## src/rtl/hier_irq_ctrl.sv

```systemverilog
module hier_irq_ctrl #(
  parameter int NSUB = 3,
  parameter int DW   = 8,
  parameter int AW   = 4
) (
  input  logic               clk,
  input  logic               rst_n,
  input  logic               wdog_evt,
  input  logic               arb_evt,
  input  logic [NSUB*DW-1:0] sub_evt,
  input  logic               reg_wr,
  input  logic               reg_rd,
  input  logic [AW-1:0]      reg_addr,
  input  logic [DW-1:0]      reg_wdata,
  output logic [DW-1:0]      reg_rdata,
  output logic               irq
);
  localparam int A_TOP  = 0;
  localparam int A_TMSK = 1;
  localparam int A_LST  = 2;
  localparam int A_LMSK = 2 + NSUB;
  localparam int B_SUB  = 2;

  logic wd_q, arb_q, wd_n, arb_n;
  logic [DW-1:0] tm_q, tm_n;
  logic [DW-1:0] pend_q [NSUB];
  logic [DW-1:0] lm_q   [NSUB];
  logic [DW-1:0] pend_n [NSUB];
  logic [DW-1:0] lm_n   [NSUB];
  logic [NSUB-1:0] vis_q, vis_n;
  logic [DW-1:0] rd_val;
  logic irq_d;

  wire top_rd  = reg_rd && (reg_addr == AW'(A_TOP));
  wire tmsk_wr = reg_wr && (reg_addr == AW'(A_TMSK));

  assign wd_n  = wdog_evt | (wd_q & ~top_rd);
  assign arb_n = (arb_evt & ~tm_q[1]) | (arb_q & ~top_rd);
  assign tm_n  = tmsk_wr ? reg_wdata : tm_q;

  for (genvar i = 0; i < NSUB; i++) begin : g_sub
    wire lst_rd = reg_rd && (reg_addr == AW'(A_LST + i));
    wire lmk_wr = reg_wr && (reg_addr == AW'(A_LMSK + i));

    assign lm_n[i]   = lmk_wr ? reg_wdata : lm_q[i];
    assign pend_n[i] = (pend_q[i] & ~(lst_rd ? ~lm_q[i] : '0)) | sub_evt[i*DW +: DW];
    assign vis_n[i]  = |(pend_n[i] & ~lm_n[i]);
    assign vis_q[i]  = |(pend_q[i] & ~lm_q[i]);

    always_ff @(posedge clk or negedge rst_n)
      if (!rst_n) begin
        pend_q[i] <= '0;
        lm_q[i]   <= '0;
      end else begin
        pend_q[i] <= pend_n[i];
        lm_q[i]   <= lm_n[i];
      end

    // hidden events survive reads
    p_hidden_kept_r5: assert property (@(posedge clk) disable iff (!rst_n)
      |(pend_q[i] & lm_q[i]) |=>
        ((pend_q[i] & $past(pend_q[i] & lm_q[i])) == $past(pend_q[i] & lm_q[i])));
  end

  assign irq_d = ~tmsk_wr & (wd_n | arb_n | |(vis_n & ~tm_n[B_SUB +: NSUB]));

  always_comb begin
    rd_val = '0;
    if (reg_addr == AW'(A_TOP))
      rd_val[NSUB+1:0] = {vis_q, arb_q, wd_q};
    else if (reg_addr == AW'(A_TMSK))
      rd_val = tm_q;
    for (int i = 0; i < NSUB; i++) begin
      if (reg_addr == AW'(A_LST + i))  rd_val = pend_q[i] & ~lm_q[i];
      if (reg_addr == AW'(A_LMSK + i)) rd_val = lm_q[i];
    end
  end

  always_ff @(posedge clk or negedge rst_n)
    if (!rst_n) begin
      wd_q      <= 1'b0;
      arb_q     <= 1'b0;
      tm_q      <= '0;
      irq       <= 1'b0;
      reg_rdata <= '0;
    end else begin
      wd_q  <= wd_n;
      arb_q <= arb_n;
      tm_q  <= tm_n;
      irq   <= irq_d;
      if (reg_rd) reg_rdata <= rd_val;
    end

  p_wd_flag_r1: assert property (@(posedge clk) disable iff (!rst_n)
    wdog_evt |=> wd_q);
  p_wd_irq_r1: assert property (@(posedge clk) disable iff (!rst_n)
    wdog_evt && !tmsk_wr |=> irq);
  p_arb_masked_r2: assert property (@(posedge clk) disable iff (!rst_n)
    arb_evt && tm_q[1] && !arb_q |=> !arb_q);
  p_mask_wr_low_r8: assert property (@(posedge clk) disable iff (!rst_n)
    tmsk_wr |=> !irq);
  p_set_wins_r9: assert property (@(posedge clk) disable iff (!rst_n)
    wdog_evt && top_rd |=> wd_q);
endmodule

```

## config.mk

```make
export PLATFORM = sky130hd
export DESIGN_NAME = hier_irq_ctrl
export DESIGN_NICKNAME = d
export VERILOG_FILES = /design/src/rtl/hier_irq_ctrl.sv
export SDC_FILE = /design/constraint.sdc
export NUM_CORES = 1
export LEC_CHECK = 0
export ABC_AREA = 1
export BUFFER_PORTS_ARGS = -buffer_cell sky130_fd_sc_hd__buf_2
export CAP_MARGIN = 20
export CORE_ASPECT_RATIO = 0.8
export CORE_MARGIN = 2
export CORE_UTILIZATION = 58
export DETAILED_ROUTE_END_ITERATION = 12
export PLACE_DENSITY_LB_ADDON = 0.08
export SETUP_SLACK_MARGIN = 0.3
export SYNTH_ARGS = -nofsm -noshare
export SYNTH_HDL_FRONTEND = slang
export SYNTH_SLANG_ARGS = --single-unit
```

## constraint.sdc

```tcl
create_clock -name clk -period 1.6 [get_ports clk]
set_input_delay 0.08 -clock clk [delete_from_list [all_inputs] [get_ports clk]]
set_output_delay 0.08 -clock clk [all_outputs]
set_load 0.02 [all_outputs]
```

==> results of run 1 <==
synth_stat cells, types with 3 or more instances:
cell / number
or2_2: 3
nor2_1: 28
nand3_1: 18
dfrtp_1: 67
nor2_4: 4
o2111ai_1: 3
nor2_2: 5
o21ai_0: 31
nand2_1: 218
buf_2: 4
clkbuf_1: 3
nand2_2: 4
inv_1: 107
nand4_1: 27
o21ai_1: 3
nor3_1: 3
cell usage in the layout, fill, tap and decap left out, drive strengths merged, types with 2 or more instances in the layout:
master	instances
nor3	3
or2	3
nand3	18
bufinv	2
dlygate4sd3	30
buf	98
a21oi	2
o21ai	36
o2111ai	3
dfrtp	67
nor2	37
nor4	2
o211ai	2
inv	109
clkinv	3
clkbuf	10
nand4	27
nand2	223
clkinvlp	2
worst reg2reg max path, delay by kind of cell (launching register included):
kind                   cells  cell delay [ns]
AND/OR/NAND/NOR            9             0.93
flip-flops                 1             0.39
buffers and inverters      1             0.08
power by group through the flow:
stage | clock, mW | combinational [mW] | sequential (mW)
2_1_floorplan | 0 | 0.694 | 2.04
3_3_place_gp | 0 | 1.09 | 2.04
3_5_place_dp | 0 | 1.11 | 2.04
4_1_cts | 1.63 | 1.30 | 2.01
5_1_grt | 1.68 | 1.59 | 2.04
6_report | 1.61 | 1.45 | 2.02
cells by family (layout without fill, tap and decap cells):
family | Yosys count | count (layout) | synth area share, %
compound gates | 47 | 47 | 7.17
simple gates | 314 | 314 | 36.0
buf+inv | 118 | 254 | 12.1
flops | 67 | 67 | 44.7
repair_timing:
item / CTS / global route
endpoints found under the setup margin: 8 / 9
hold buffers: 30 / 0
pin swaps: 15 / 24
setup buffers: 10 / 12
endpoints found under the hold margin: 97 / 0
resized for setup: 25 / 33
routing by layer:
metal	wire [um]	GRT usage [%]	vias up
met5	0	0	-
met4	293	12.6	0
met3	1180	9.05	31
met2	5250	49.2	221
met1	4730	45.1	1915
li1	-	-	1941
stage by stage:
| step | power (mW) | instances | area, um2 | hold WS, ns |
|---|---|---|---|---|
| 2_1_floorplan | 2.73 | 546 | 3750 | -0.216 |
| 3_3_place_gp | 3.13 | 698 | 4280 | 0.125 |
| 3_5_place_dp | 3.15 | 698 | 4280 | 0.142 |
| 4_1_cts | 4.93 | 754 | 4940 | 0.00684 |
| 5_1_grt | 5.32 | 766 | 5110 | 0.0314 |
| 6_report | 5.08 | 766 | 5110 | 0.0291 |
final cells by class:
class / instances / area, um2 / share of cell area (%)
flip-flops and latches: 67 / 1680 / 32.8
inverters: 110 / 413 / 8.08
clock inverters: 6 / 88.8 / 1.74
clock buffers: 10 / 138 / 2.69
repair buffers: 128 / 936 / 18.3
well taps: 84 / 105 / 2.06
multi-input cells: 361 / 1750 / 34.3
path summary, 6_finish.rpt:
check,from,to,slack (ns),cells after the start
min,reg_wdata[0],tm_q[0],0.03,3
min reg2reg,reg_rdata[4],reg_rdata[4],0.48,2
min in group asynchronous,rst_n,lm_q[14],0.28,3
max,pend_q[14],reg_rdata[3],0.09,10
max reg2reg,pend_q[14],reg_rdata[3],0.09,10
max in group asynchronous,rst_n,pend_q[1],1.01,3
registers in the layout (all words and copies together), names as in the netlist:
name and count:
arb_q 1, irq 1, lm_q 24, pend_q 24, reg_rdata 8, tm_q 8
wd_q 1
==> out/metrics.cfg, run 1 <==
[yosys]
syn_area_per_cell_um2=6.87
synth_warnings=0
synth-edff-count=0
synth_area_um2=3750
async_flop_share_pct=100
synth.distinct_cells=29
yosysSeqAreaShare_pct=44.7
synth_nets=588
ys_ff_latch=67
synth_top_cells_by_area=dfrtp_1, nand2_1, inv_1
netlist_instances=546
yosys_most_used_dff=dfrtp_1
synth_largest_area_cell=dfrtp_1
synth_top_area_share_pct=44.7

[global_routing]
grt-ovfl-total=0
antenna_found_initial=0
grt_pass1_vias=3809
grt_usage_pct=32.7
grt_pass1_wl_um=18000
grt_max_degree=68

[detailed_routing]
drt_iter0_markers=416
wirelength_um=11500
num_vias=4108
via_per_inst=5.36
firstDrtPassIters=5
ant_nets=0
drcViolationCount=0
wire_per_inst_um=15.0

[worst_setup_path]
slowest_stage=dfrtp_1
required_ns=1.84
worstPathCellList=inv_1 > nor2_2 > nor3_2 > nand4_1 > nand2_1 > nand4_1 > nand2_1 > nand3_2 > nand2_2 > nand2_1
crit_buf_inv=1
crit_family=simple AND/OR/NAND/NOR gates
crit_arrival_ns=1.76
cpPeakStageDelay_ns=0.39
cp_max_fo=2
critical_path.endpoint_type=flop
start_kind=flop
crit_type=reg2reg
cp_common_cell=nand2_1

[clock_network]
ctsLongestPathBuffers=2
tritoncts=done
h-tree-depth=3
numCtsBuffers=9
cts-root-buf=clkbuf_8
clock_latency_ns=0.35
clk_pin_slew_worst_paths_ns=0.08
clock_sinks=67

[worst_hold_path]
worst_hold_path_type=in2reg

[timing]
rsz0062_at_grt=yes
tightestPinTransition_ns=0.367
fin_worst_skew_ns=0.00661
fmax_ghz=0.660
period_share_pct=94.6
tns_ns=0
final_max_slew_viol_count=0
setup_viol=0
relSlewSlack_pct=75.5
period_needed_ns=1.51
hold_viol_final=0
setup_ws_ns=0.0859

[power]
p_comb_share_pct=28.5
switching_share_pct=33.2
power.net_switching_mw=1.68
p_int_mw=3.39
power.share.sequential_pct=39.9
p_leak_nw=2.80
p_per_area_nw_per_um2=993
clkPwrFrac_pct=31.7
peakVddDrop_v=0.000657

[flow_run]
cap_violations=0

[floorplanning]
die_w_um=93.9
io_pins=51
die_area_um2=7130
start_util_pct=59.4
die_y_um=75.9
fp-row-count=26
core_um2=6310

[place]
gp_congestion=0.983
pre_cts_ws_ns=-0.0620
io_buffer_count=50
dp_hpwl_um=8020

[cells_and_area]
drive_gt1_share_pct=27.1
fin_nets=719
area_growth_pct=36.3
fillerInstances=483
diodes=0
fin_util_pct=81.0

[outcome]
outcome=finished clean

No activity file was read; power rests on OpenSTA's default activity.
==> run 2: changes to the inputs <==
CORE_MARGIN = not set   (was 2)
CORE_UTILIZATION = 49   (was 58)
==> run 2 against run 1 <==
  * Final area rose by 1.2%
  * Highest routed layer unchanged
  * Sequential cell count is the same
  * Largest cell class unchanged
  * Critical endpoint unchanged
  * Sequential power about the same
==> out/metrics.cfg, run 2 (synthesized netlist as in run 1, its figures left out) <==
[worst_hold_path]
min-delay-start=reg_wdata[0]  ; unchanged
worst_hold_path_type=in2reg  ; unchanged

[global_routing]
grt_pass1_vias=3675  ; was 3809
use_met2_pct=48.6  ; was 49.2%
grt_usage_pct=30.3  ; was 32.7%
grtUsageMet3_pct=5.05  ; was 9.05%
grt-ovfl-total=0  ; unchanged
grt_pass1_wl_um=18200  ; was 18000 um
antenna_found_initial=0  ; unchanged
grt_max_degree=53  ; was 68
grt_util_met1_pct=42.2  ; was 45.1%
top_usage_layer=met2  ; unchanged

[power]
p_int_mw=3.31  ; was 3.39 mW
power.share.sequential_pct=40.3  ; was 39.9%
power.net_switching_mw=1.70  ; was 1.68 mW
p_comb_share_pct=29.5  ; was 28.5%
peakVddDrop_v=0.000486  ; was 0.000657 V
p_leak_nw=2.80  ; about the same
p_per_area_nw_per_um2=968  ; was 993 nW/um2
p_total_mw=5.01  ; was 5.08 mW
clkPwrFrac_pct=30.2  ; was 31.7%
switching_share_pct=33.9  ; was 33.2%

[timing]
fin_worst_skew_ns=0.00388  ; was 0.00661 ns
tns_ns=0  ; unchanged
rsz0062_at_grt=yes  ; unchanged
hold_viol_final=0  ; unchanged
final_max_slew_viol_count=0  ; unchanged
period_share_pct=94.0  ; was 94.6%
period_needed_ns=1.50  ; was 1.51 ns
setup_viol=0  ; unchanged
relSlewSlack_pct=74.1  ; was 75.5%
fmax_ghz=0.665  ; was 0.660 GHz
tightestPinTransition_ns=0.388  ; was 0.367 ns

[worst_setup_path]
crit_arrival_ns=1.76  ; about the same
critical_path.endpoint_type=flop  ; unchanged
reg2reg_from=lm_q[12]  ; was pend_q[14]
start_kind=flop  ; unchanged
crit_type=reg2reg  ; unchanged
cp-startpoint=lm_q[12]  ; was pend_q[14]
cp_max_fo=2  ; unchanged
required_ns=1.85  ; was 1.84 ns

[cells_and_area]
seqCellArea_um2=1680  ; unchanged
top_regs=lm_q: 24 flops, pend_q: 24 flops  ; unchanged
multi_input_area_um2=1760  ; was 1750 um2
fin_nets=724  ; was 719
final_common_cell=nand2_1  ; unchanged
area_growth_pct=37.9  ; was 36.3%
final_cell_mix=nand2_1, inv_1, dfrtp_1  ; unchanged
stdcell_count=792  ; was 766
diodes=0  ; unchanged
drive_gt1_share_pct=27.7  ; was 27.1%
fillerInstances=661  ; was 483

[floorplanning]
io_pins=51  ; unchanged
die_area_um2=8010  ; was 7130 um2
fp-row-count=28  ; was 26
die_w_um=99.8  ; was 93.9 um
start_util_pct=50.7  ; was 59.4%
die_y_um=80.2  ; was 75.9 um
core_um2=7390  ; was 6310 um2

[outcome]
outcome=finished clean  ; unchanged

[place]
io_buffer_count=50  ; unchanged
dp.cells=727  ; was 698
dp_hpwl_um=8440  ; was 8020 um
gp_congestion=0.948  ; was 0.983

[clock_network]
clock_sinks=67  ; unchanged
cts-root-buf=clkbuf_8  ; unchanged
clk_pin_slew_worst_paths_ns=0.08  ; about the same
ctsLongestPathBuffers=2  ; unchanged
tritoncts=done  ; unchanged
numCtsBuffers=9  ; unchanged
h-tree-depth=3  ; unchanged
clock_latency_ns=0.35  ; about the same

[detailed_routing]
drt_iter0_markers=302  ; was 416
firstDrtPassIters=5  ; unchanged
drcViolationCount=0  ; unchanged
ant_nets=0  ; unchanged
wirelength_um=11400  ; was 11500 um
via_per_inst=4.98  ; was 5.36
wire_per_inst_um=14.4  ; was 15.0 um
num_vias=3944  ; was 4108

[flow_run]
cap_violations=0  ; unchanged

[run 2: cell count changes in the layout (fill, tap and decap cells not counted), moves of 2 or more]
cell       previous run  this run
nand2_1             203       201
o2111ai_2             3         1
nor2_4                6         4
o2111ai_4             0         2
nor2_2                9        11
nand2_4               4         2
buf_4                46        49
nand2_2              16        20
[run 2: path summary, 6_finish.rpt]
kind	end	slack, ns	cells past startpoint
min reg2reg	tm_q[0]	0.48	2
max reg2reg	reg_rdata[3]	0.1	11
min in group asynchronous	pend_q[15]	0.16	2
max in group asynchronous	lm_q[2]	0.81	3
max	reg_rdata[3]	0.1	11
min	tm_q[0]	0.01	3
[run 2: worst max-delay path, cell delays in order, from the launching register on]
cell and delay [ns]:
dfrtp_1 0.38, inv_2 0.07, nand2_2 0.08, nand2_1 0.06, nor3_2 0.14, nand4_1 0.16, nand2_1 0.09, nand4_1 0.13
nand2_1 0.12, nand3_2 0.07, nand2_2 0.07, nand2_1 0.04
[run 2: cell type report]
| type | instances | area share (%) |
|---|---|---|
| Clock buffer | 11 | 2.93 |
| Clock inverter | 5 | 1.19 |
| Timing Repair Buffer | 133 | 18.9 |
| Inverter | 110 | 7.98 |
| Sequential cell | 67 | 32.4 |
| Tap cell | 105 | 2.54 |
| Multi-Input combinational cell | 361 | 34.0 |
[run 2: timing repair]
item,in CTS,in global routing
hold endpoints to repair,44,0
pin swaps,27,31
setup buffers,10,8
cloned,0,0
resized for setup,29,29
hold buffers,31,0
endpoints found under the setup margin,7,9
[run 2: stage by stage]
step	hold WS (ns)	setup slack, ns	util (%)	area [um2]
2_1_floorplan	-0.216	0.323	-	3750
3_3_place_gp	0.0180	-0.0662	59.1	4370
3_5_place_dp	0.0178	-0.0817	59.1	4370
4_1_cts	0.00193	0.0811	68.3	5050
5_1_grt	0.0110	-0.0111	70.0	5170
6_report	0.0138	0.0965	70.0	5170
[run 2: power by group through the flow]
| stage | registers (mW) | logic [mW] | clock network [mW] |
|---|---|---|---|
| finish | 2.02 | 1.48 | 1.51 |
| floorplan | 2.04 | 0.694 | 0 |
| global route | 2.04 | 1.63 | 1.60 |
| global placement | 2.03 | 1.16 | 0 |
| detailed placement | 2.03 | 1.17 | 0 |
| CTS | 2.00 | 1.35 | 1.53 |
[run 2: layer usage]
layer  vias to the layer above  wire, um
met4                         0       168
met2                       183      5100
li1                       1962         -
met3                        20       830
met1                      1779      5300
met5                         -         0
